`src/rtl/pwm_fault_chan.sv`:
```
module pwm_fault_chan #(
  parameter int W = 16,
  parameter logic [2:0] PWM_CODE = 3'b111
) (
  input  logic         clk,
  input  logic         rst_n,
  input  logic         tick,
  input  logic         fault_n,
  input  logic         wr_en,
  input  logic [1:0]   wr_addr,
  input  logic [W-1:0] wr_data,
  output logic         pwm_out,
  output logic         pwm_oe,
  output logic         flt_sts,
  output logic         irq_flag,
  output logic         irq
);

  localparam logic [1:0] A_MODE = 2'd0;
  localparam logic [1:0] A_PER  = 2'd1;
  localparam logic [1:0] A_DUTY = 2'd2;
  localparam logic [1:0] A_CTL  = 2'd3;

  logic [2:0]   mode;
  logic [W-1:0] per, dbuf, dact, cnt;
  logic         fs1, fs2, flt_q, flag_q, ie_q;
  logic         run, wrap, flt_set, rearm, flag_clr;

  assign run      = (mode == PWM_CODE);
  assign wrap     = run && tick && (cnt >= per);
  assign flt_set  = run && !fs2;
  assign rearm    = wr_en && (wr_addr == A_MODE) && (wr_data[2:0] == PWM_CODE) && fs2;
  assign flag_clr = wr_en && (wr_addr == A_CTL) && !wr_data[1];

  always_ff @(posedge clk) begin
    if (!rst_n) begin
      mode <= '0;
      per  <= '0;
      dbuf <= '0;
      ie_q <= 1'b0;
    end else if (wr_en) begin
      case (wr_addr)
        A_MODE:  mode <= wr_data[2:0];
        A_PER:   per  <= wr_data;
        A_DUTY:  dbuf <= wr_data;
        default: ie_q <= wr_data[0];
      endcase
    end
  end

  always_ff @(posedge clk) begin
    if (!rst_n) begin
      cnt  <= '0;
      dact <= '0;
    end else if (!run) begin
      cnt  <= '0;
      dact <= dbuf;
    end else if (wrap) begin
      cnt  <= '0;
      dact <= dbuf;
    end else if (tick) begin
      cnt  <= cnt + 1'b1;
    end
  end

  always_ff @(posedge clk) begin
    if (!rst_n) begin
      fs1    <= 1'b1;
      fs2    <= 1'b1;
      flt_q  <= 1'b0;
      flag_q <= 1'b0;
    end else begin
      fs1 <= fault_n;
      fs2 <= fs1;
      if (flt_set)    flt_q <= 1'b1;
      else if (rearm) flt_q <= 1'b0;
      if (flt_set && !flt_q) flag_q <= 1'b1;
      else if (flag_clr)     flag_q <= 1'b0;
    end
  end

  assign pwm_out  = run && (cnt < dact);
  assign pwm_oe   = run && !flt_q && fault_n;
  assign flt_sts  = flt_q;
  assign irq_flag = flag_q;
  assign irq      = flag_q && ie_q;

  AST_WRAP_TO_ZERO: assert property (@(posedge clk) disable iff (!rst_n)
    (run && tick && cnt >= per && mode == $past(mode)) |=> (cnt == '0));
  AST_HOLD_NO_TICK: assert property (@(posedge clk) disable iff (!rst_n)
    (run && !tick) |=> (run -> $stable(cnt)));
  AST_DUTY_AT_WRAP: assert property (@(posedge clk) disable iff (!rst_n)
    (run && !(tick && cnt >= per)) |=> $stable(dact));
  AST_LATCH_GATES_OE: assert property (@(posedge clk) disable iff (!rst_n)
    flt_q |-> !pwm_oe);
  AST_LATCH_HOLDS: assert property (@(posedge clk) disable iff (!rst_n)
    (flt_q && !(wr_en && wr_addr == A_MODE)) |=> flt_q);
  AST_CLEAR_NEEDS_REWRITE: assert property (@(posedge clk) disable iff (!rst_n)
    $fell(flt_q) |-> $past(wr_en && wr_addr == A_MODE && fs2));
  AST_FAULT_RAISES_FLAG: assert property (@(posedge clk) disable iff (!rst_n)
    $rose(flt_q) |-> irq_flag);
  AST_IDLE_QUIET: assert property (@(posedge clk) disable iff (!rst_n)
    !run |-> (!pwm_out && !pwm_oe));

endmodule

```
`config.mk`:
```
export PLATFORM = sky130hd
export DESIGN_NAME = pwm_fault_chan
export DESIGN_NICKNAME = d
export VERILOG_FILES = /design/src/rtl/pwm_fault_chan.sv
export SDC_FILE = /design/constraint.sdc
export NUM_CORES = 1
export LEC_CHECK = 0
export ABC_AREA = 1
export CAP_MARGIN = 20
export CORE_MARGIN = 8
export CORE_UTILIZATION = 60
export CTS_BUF_LIST = sky130_fd_sc_hd__clkbuf_4
export CTS_CLUSTER_DIAMETER = 120
export DETAILED_ROUTE_END_ITERATION = 10
export PLACE_DENSITY = 0.82
export SLEW_MARGIN = 20
export SYNTH_ARGS = -nofsm -noshare
export SYNTH_HDL_FRONTEND = slang
export SYNTH_SLANG_ARGS = --single-unit
export TNS_END_PERCENT = 5
```
`constraint.sdc`:
```
create_clock -name clk -period 2.08 [get_ports clk]
set_input_delay 0.416 -clock clk [delete_from_list [all_inputs] [get_ports clk]]
set_output_delay 0.416 -clock clk [all_outputs]
set_load 0.05 [all_outputs]
```
---- Word-level counts from Yosys, hierarchy flattened ----
Index checks and enable logic that the tools add are counted.
storage, ports and cells
  register bits after elaboration ......... 72
  output and inout bits ................... 5
  word-level logic and storage cells ...... 53
operators by class
  add/sub/neg operators ................... 1
  $lt $le $gt $ge ......................... 2
  equality and inequality tests ........... 6
  mux-type cells .......................... 6
  bitwise operators ....................... 3
  reduce and logical (&&, ||, !) cells .... 25
operators by type and width
  kind                                                             number
  16-bit two-way mux                                               2
  16-bit by 1-bit adder with 16-bit output, second input constant  1
  16-bit greater-or-equal comparator                               1
  16-bit less-than comparator                                      1
  1-bit logical AND                                                13
  2-bit AND reduction                                              4
  3-bit == test, second input constant                             2
  3-bit OR reduction                                               2
  2-bit == test, second input constant                             2
  1-bit two-way mux                                                4
  2-bit nonzero test                                               2
  1-bit logical NOT                                                3
  1-bit inverter                                                   3
  2-bit by 1-bit == test with 1-bit output, second input constant  1
  2-bit logical NOT                                                1
  2-bit by 1-bit != test with 1-bit output, second input constant  1

---- Depth between registers and ports, before layout ----
Gate-level depths: netlist of the first run.
  word-level depth ........................ 6
  gate-level depth with buffers ........... 16

---- Least setup slack after synthesis of the first run ----
OpenSTA, ideal clock, no wires.
  kind .................................... register to output
  from .................................... reg dact[15]
  to ...................................... out pwm_out
  arrival ................................. 1.798 ns
  slack ................................... -0.134 ns
  stages on the path, launching flop included .. 8
  buffers on the path ..................... 0
  cell sequence ........................... dfxtp_1 > inv_1 > ha_1 > a21oi_1 > nand2_1 > a31oi_1 > o21ai_0 > a21oi_1
on the way
  word-level cells in the longest chain between the ends .. 2
RTL lines
  what                         line  text
  start, declared              25    logic [W-1:0] per, dbuf, dact, cnt;
  start signal, assigned       57    dact <= dbuf;
  start signal, assigned       60    dact <= dbuf;
  16-bit less-than comparator  82    assign pwm_out = run && (cnt < dact);
  1-bit logical AND            82
  end, declared                12    output logic pwm_out,
No other way between the ends.

---- Final worst setup path of the first run ----
Same ends and word-level chain as after synthesis.

==> results of run 1 <==
## sequential cells by signal, summed over array words and instances, names as in the netlist
register and cells:
cnt 16, dact 16, dbuf 16, flt_sts 1, fs1 1, fs2 1, ie_q 1, irq_flag 1
mode 3, per 16
## metal layers
layer	part of all wire, %	up-vias	wire (um)	GRT usage (%)
li1	-	1643	-	-
met1	46	1452	3912	25.18
met2	48	69	4091	32.84
met3	4.6	15	397	6.010
met4	1.8	0	156	6.309
met5	0	-	0	0
## Yosys cell counts, drive strengths merged
library cell  instances
a21oi                61
a31oi                 1
buf                   6
clkbuf               11
clkinv                2
dfxtp                72
ha                   32
inv                  61
nand2                72
nand3                26
nand3b                1
nand4                 4
nor2                 65
nor3                  9
o21a                  2
o21ai                42
o221a                 1
or2                   2
xnor2                 2
xor2                  6
## timing repair
item,in CTS,in global routing
pin swaps,15,9
endpoints found under the setup margin,3,34
setup buffers,2,1
gates resized for setup,23,26
## cell families after synthesis
group                      after synthesis  share of synthesized area, %
adders and majority gates               32                         11.24
AOI/OAI and AO/OA                      107                         15.39
and+or+nand+nor                        179                         22.35
xor gates and xnor gates                 8                         1.968
buffers and inverters                   80                         8.574
DFF                                     72                         40.48
## how the worst max path moves through the flow
| stage | start | endpoint | slack (ns) | cells past startpoint |
|---|---|---|---|---|
| final | dact[15]$_SDFFE_PN0P_ | pwm_out | -0.19 | 8 |
| after CTS | dact[11]$_SDFFE_PN0P_ | pwm_out | -0.22 | 8 |
| after global placement | tick | cnt[15]$_SDFFE_PP0P_ | 0.08 | 10 |
| after global routing | dact[11]$_SDFFE_PN0P_ | pwm_out | -0.29 | 8 |
| after floorplan | flt_sts$_SDFFE_PN0P_ | pwm_oe | 0.02 | 1 |
| after detailed placement | tick | cnt[15]$_SDFFE_PP0P_ | 0.002 | 10 |
## critical path, delay by kind of cell (launching register included)
| family | cells | cell delay [ns] |
|---|---|---|
| buffers and inverters | 2 | 0.21 |
| flip-flops | 1 | 0.35 |
| AO/OA/AOI/OAI | 4 | 0.56 |
| AND/OR/NAND/NOR | 1 | 0.06 |
| adder cells (fa/ha/maj) | 1 | 0.24 |
## power by group through the flow
stage / logic (uW) / clock network, uW / registers, uW
CTS: 246 / 905 / 1440
finish: 256 / 904 / 1440
global route: 289 / 975 / 1450
global placement: 230 / 0 / 1470
floorplan: 144 / 0 / 1470
detailed placement: 240 / 0 / 1470
## layout make-up
cell class	count	area (um^2)	area share (%)
sequential	72	1470	33.95
multi-input combinational	326	1963	45.33
clock buffer	9	67.56	1.560
tap	75	93.84	2.167
clock inverter	7	71.32	1.647
timing repair buffer	42	427.9	9.882
inverter	63	236.5	5.461
## per-stage QoR
stage | setup TNS (ns) | setup slack, ns | cell area, um^2 | power [uW] | hold WS [ns]
detailed placement | 0 | 0.001811 | 3995 | 1713 | 0.3985
floorplan | 0 | 0.02049 | 3565 | 1612 | 0.3925
global route | -0.2908 | -0.2902 | 4330 | 2710 | 0.4423
CTS | -0.2192 | -0.2192 | 4219 | 2592 | 0.4286
global placement | 0 | 0.08454 | 3995 | 1702 | 0.4018
finish | -0.1923 | -0.1923 | 4330 | 2600 | 0.4283
==> flow_summary.toml, run 1 <==
[placed_design]
port_buffers = 27
hpwl_mm = 5.953
dp_cells = 575
place_congestion = 0.8809

[global_routing]
grt_max_degree = 34
grt_pass1_vias = 3098
grt_pass1_wl_mm = 14.11
antenna_found_initial = 0
grt_use_total_pct = 20.23
grt.overflow.total = 0

[timing]
fin_crit_ns = 2.272
rsz0062_at_grt = "yes"
worst_pin_slew_ns = 0.5147
relSlewSlack_pct = 65.63
drv_slew = 0
skew_ns = 0.01324
finalHoldViolCount = 0
setup_slack_ns = -0.1923
max_freq_ghz = 0.4401
finalCritPeriodShare_pct = 109.2
setup-violations-final = 1

[drt]
drc = 0
vias = 3179
drt_pass1_iterations = 4
avgRoutedWirePerCell_um = 14.41
viasPerCell = 5.352
routed_wl_mm = 8.558
drtIter0Drc = 184
postRouteAntennaNets = 0

[synthesis]
netlist-cell-type-count = 29
yosys_warnings = 0
ys_seq_area_share_pct = 40.48
yosysTopAreaCell = "dfxtp_1"
netlist_instances = 478
ys_ff_latch = 72
netlist_top_cells_area = "dfxtp_1 40%, ha_1 11%, a21oi_1 8.6%, nand2_1 7.3%, inv_1 6.4%"
synthesis.area_mm2 = 0.003561
syn_area_per_cell_um2 = 7.450
syn_nets = 533
synth_top_area_share_pct = 40.48

[clocking]
cts-root-buf = "clkbuf_4"
clock_path_buffers = 2
clock-sinks = 72
cts_tree = "built"
holdBufCountCts = 0
cts_made_buffers = 9
cts.clk_slew.worst_paths_ns = 0.13
clock_latency_ns = 0.44
htreeDepth = 3

[cells_and_area]
final_common_cell = "nand2_1"
syn_to_final_growth_pct = 21.61
final_nets = 569
fill_cells = 428
drive_above_1_share_pct = 16.18
utilization_pct = 74.46
final_cell_mix = "68 x nand2_1, 61 x nor2_1, 57 x inv_1"
antenna_cells = 0
stdcell_count = 594

[critical_path]
crit_top_cell = "a21oi_2"
slowest_stage = "dfxtp_2"
crit_type = "reg -> out"
critPathLaunchType = "register"
cp_slowest_stage_delay_ns = 0.35
r2r_cells = 14
cp_max_fo = 3
required_ns = 1.66
path_cells = "inv_2 > ha_4 > a21oi_2 > nand2_1 > a31oi_1 > o21ai_1 > a21oi_2 > buf_12"
worst_setup_path_end_kind = "output port"
rrSetupSlack_ns = 0.20
reg2reg_from = "cnt[1]$_SDFFE_PP0P_"
critPathArrivalTime_ns = 1.86
r2r-end = "dact[13]$_SDFFE_PN0P_"

[die]
die_width_um = 93.04
ios = 28
die_height_um = 93.04
rows = 28
dieArea_mm2 = 0.008656
core-area_mm2 = 0.005816
initial_core_util_pct = 61.23

[run]
max_cap_violations = 0

[pwr]
combPwrFrac_pct = 9.8
switching_power_uw = 701.1
switching_share_pct = 26.96
leakagePower_uw = 0.001791
clkPwrFrac_pct = 34.8
pwr_density_cell_mw_per_mm2 = 600.5
power_frac_seq_pct = 55.4
p_int_uw = 1899
peakVddDrop_v = 0.0007065

[hold_path]
holdPathEnd = "fs2$_SDFF_PN1_"
hp-start = "fs1$_SDFF_PN1_"
hold_depth = 1
hold_path.class = "reg -> reg"

[run_status]
status = "finished with violations"
failed_checks = "negative setup slack"
(Power assumes the default switching activity.)
==> inputs of run 2 (changes only) <==
- CTS_CLUSTER_DIAMETER: 120 -> 100
- RECOVER_POWER: default -> 50
- TNS_END_PERCENT: 5 -> 50
==> run 2 against run 1 <==
  * The flow still finishes with violations (negative setup slack)
  * Largest power group unchanged
  * Die area is the same
  * Clock skew shrank 0.0030 ns
  * Routed wire length grew 1.2%
  * Largest cell class unchanged
  * Cell count grew 0.17%
  * Non-clock buffer count is the same
  * First-iteration DRC count grew 33%
  * Flip-flop and latch count is the same
  * Combinational power shrank 2%
  * Power shrank 0.28%
  * Sequential share of layout area is essentially flat
  * Sequential power is essentially flat
  * Core utilization shrank 0.086 points
==> flow_summary.toml, run 2 (synthesized netlist as in run 1, its figures left out) <==
[global_routing]
grt_max_degree = 34
grt.overflow.total = 0
grt_pass1_wl_mm = 14.11
antenna_found_initial = 0
grt_pass1_vias = 3098
grt_use_total_pct = 20.23

[run_status]
status = "finished with violations"
failed_checks = "negative setup slack"

[critical_path]
reg2reg_from = "cnt[1]$_SDFFE_PP0P_"
crit_top_cell = "nand2_1"
worst_setup_path_end_kind = "output port"
r2r_cells = 14
crit_start = "cnt[1]$_SDFFE_PP0P_"
critPathLaunchType = "register"
slowest_stage = "dfxtp_4"
critPathArrivalTime_ns = 1.85
rrSetupSlack_ns = 0.16
required_ns = 1.66
cp_max_fo = 2
path_cells = "ha_4 > o21ai_2 > nand2_1 > nand3_1 > nand2_1 > nand4_1 > nand2_1 > a21oi_2 > buf_12"
crit_type = "reg -> out"
cp_slowest_stage_delay_ns = 0.38
r2r-end = "dact[13]$_SDFFE_PN0P_"
cp-endpoint = "pwm_out"

[clocking]
clock_latency_ns = 0.43
cts-root-buf = "clkbuf_4"
clock_path_buffers = 2
holdBufCountCts = 0
htreeDepth = 3
cts.clk_slew.worst_paths_ns = 0.12
cts_made_buffers = 9
cts_tree = "built"
clock-sinks = 72

[cells_and_area]
final_common_cell = "nand2_1"
utilization_pct = 74.38
drive_above_1_share_pct = 15.96
syn_to_final_growth_pct = 21.47
final_nets = 570
fill_cells = 428
final_cell_mix = "68 x nand2_1, 61 x nor2_1, 57 x inv_1"
antenna_cells = 0

[placed_design]
dp_slack_ns = 0.001811
place_congestion = 0.8809
port_buffers = 27
hpwl_mm = 5.953

[drt]
vias = 3239
routed_wl_mm = 8.660
postRouteAntennaNets = 0
drtIter0Drc = 245
drc = 0
viasPerCell = 5.444
drt_pass1_iterations = 4
avgRoutedWirePerCell_um = 14.55

[timing]
max_freq_ghz = 0.4411
skew_ns = 0.01019
rsz0062_at_grt = "yes"
fin_crit_ns = 2.267
finalHoldViolCount = 0
relSlewSlack_pct = 51.58
setup-violations-final = 1
worst_pin_slew_ns = 0.7263
fin_setup_tns_ns = -0.1870
finalCritPeriodShare_pct = 109.0
setup_slack_ns = -0.1870
drv_slew = 0

[die]
initial_core_util_pct = 61.23
dieArea_mm2 = 0.008656
rows = 28
ios = 28
core-area_mm2 = 0.005816
die_width_um = 93.04
die_height_um = 93.04

[run]
max_cap_violations = 0

[pwr]
leakagePower_uw = 0.001784
pwr_density_cell_mw_per_mm2 = 599.5
peakVddDrop_v = 0.0007059

[hold_path]
hold_path.class = "reg -> reg"
hp-start = "fs1$_SDFF_PN1_"
## run 2: cell type report
type / instances / area, um^2 / area share, %
repair buffers: 42 / 409.1 / 9.459
clock inverters: 7 / 71.32 / 1.649
multi-input cells: 327 / 1977 / 45.70
well taps: 75 / 93.84 / 2.170
flip-flops and latches: 72 / 1470 / 33.99
clock buffers: 9 / 67.56 / 1.562
inverters: 63 / 236.5 / 5.467
## run 2: worst min-delay path by stage
stage	slack (ns)	cells after the start	to
global route	0.44	1	fs2$_SDFF_PN1_
CTS	0.43	1	fs2$_SDFF_PN1_
detailed placement	0.40	1	fs2$_SDFF_PN1_
global placement	0.40	1	fs2$_SDFF_PN1_
finish	0.43	1	fs2$_SDFF_PN1_
floorplan	0.39	1	fs2$_SDFF_PN1_
## run 2: timing repair
| item | 4_1_cts | 5_1_grt |
|---|---|---|
| cloned | 0 | 1 |
| buffers inserted | 2 | 1 |
| resized for setup | 23 | 26 |
| endpoints found under the setup margin | 3 | 34 |
| pin swaps | 15 | 9 |
## run 2: where the power goes
group	switching (uW)	internal [uW]
clock	536	366
sequential	17.9	1420
combinational	145	107
total	698	1890
## run 2: routing by layer
metal	vias up	track usage [%]	routed length (um)
li1	1645	-	-
met5	-	0	0
met4	0	6.309	146
met3	13	6.010	398
met1	1499	25.18	4087
met2	82	32.84	4027
## run 2: worst max-delay path, delay by kind of cell (launching register included)
kind / cells / cell delay [ns]
buffers and inverters: 1 / 0.16
AOI/OAI and AO/OA: 2 / 0.27
adders and majority gates: 1 / 0.24
and+or+nand+nor: 5 / 0.37
DFF: 1 / 0.38
## run 2: per-stage QoR
step	area [um^2]	hold slack, ns	std cells	power, uW
after global routing	4325	0.4423	595	2706
after floorplan	3565	0.3925	478	1612
after detailed placement	3995	0.3985	575	1713
after global placement	3995	0.4018	575	1702
final	4325	0.4282	595	2593
after CTS	4219	0.4286	593	2592
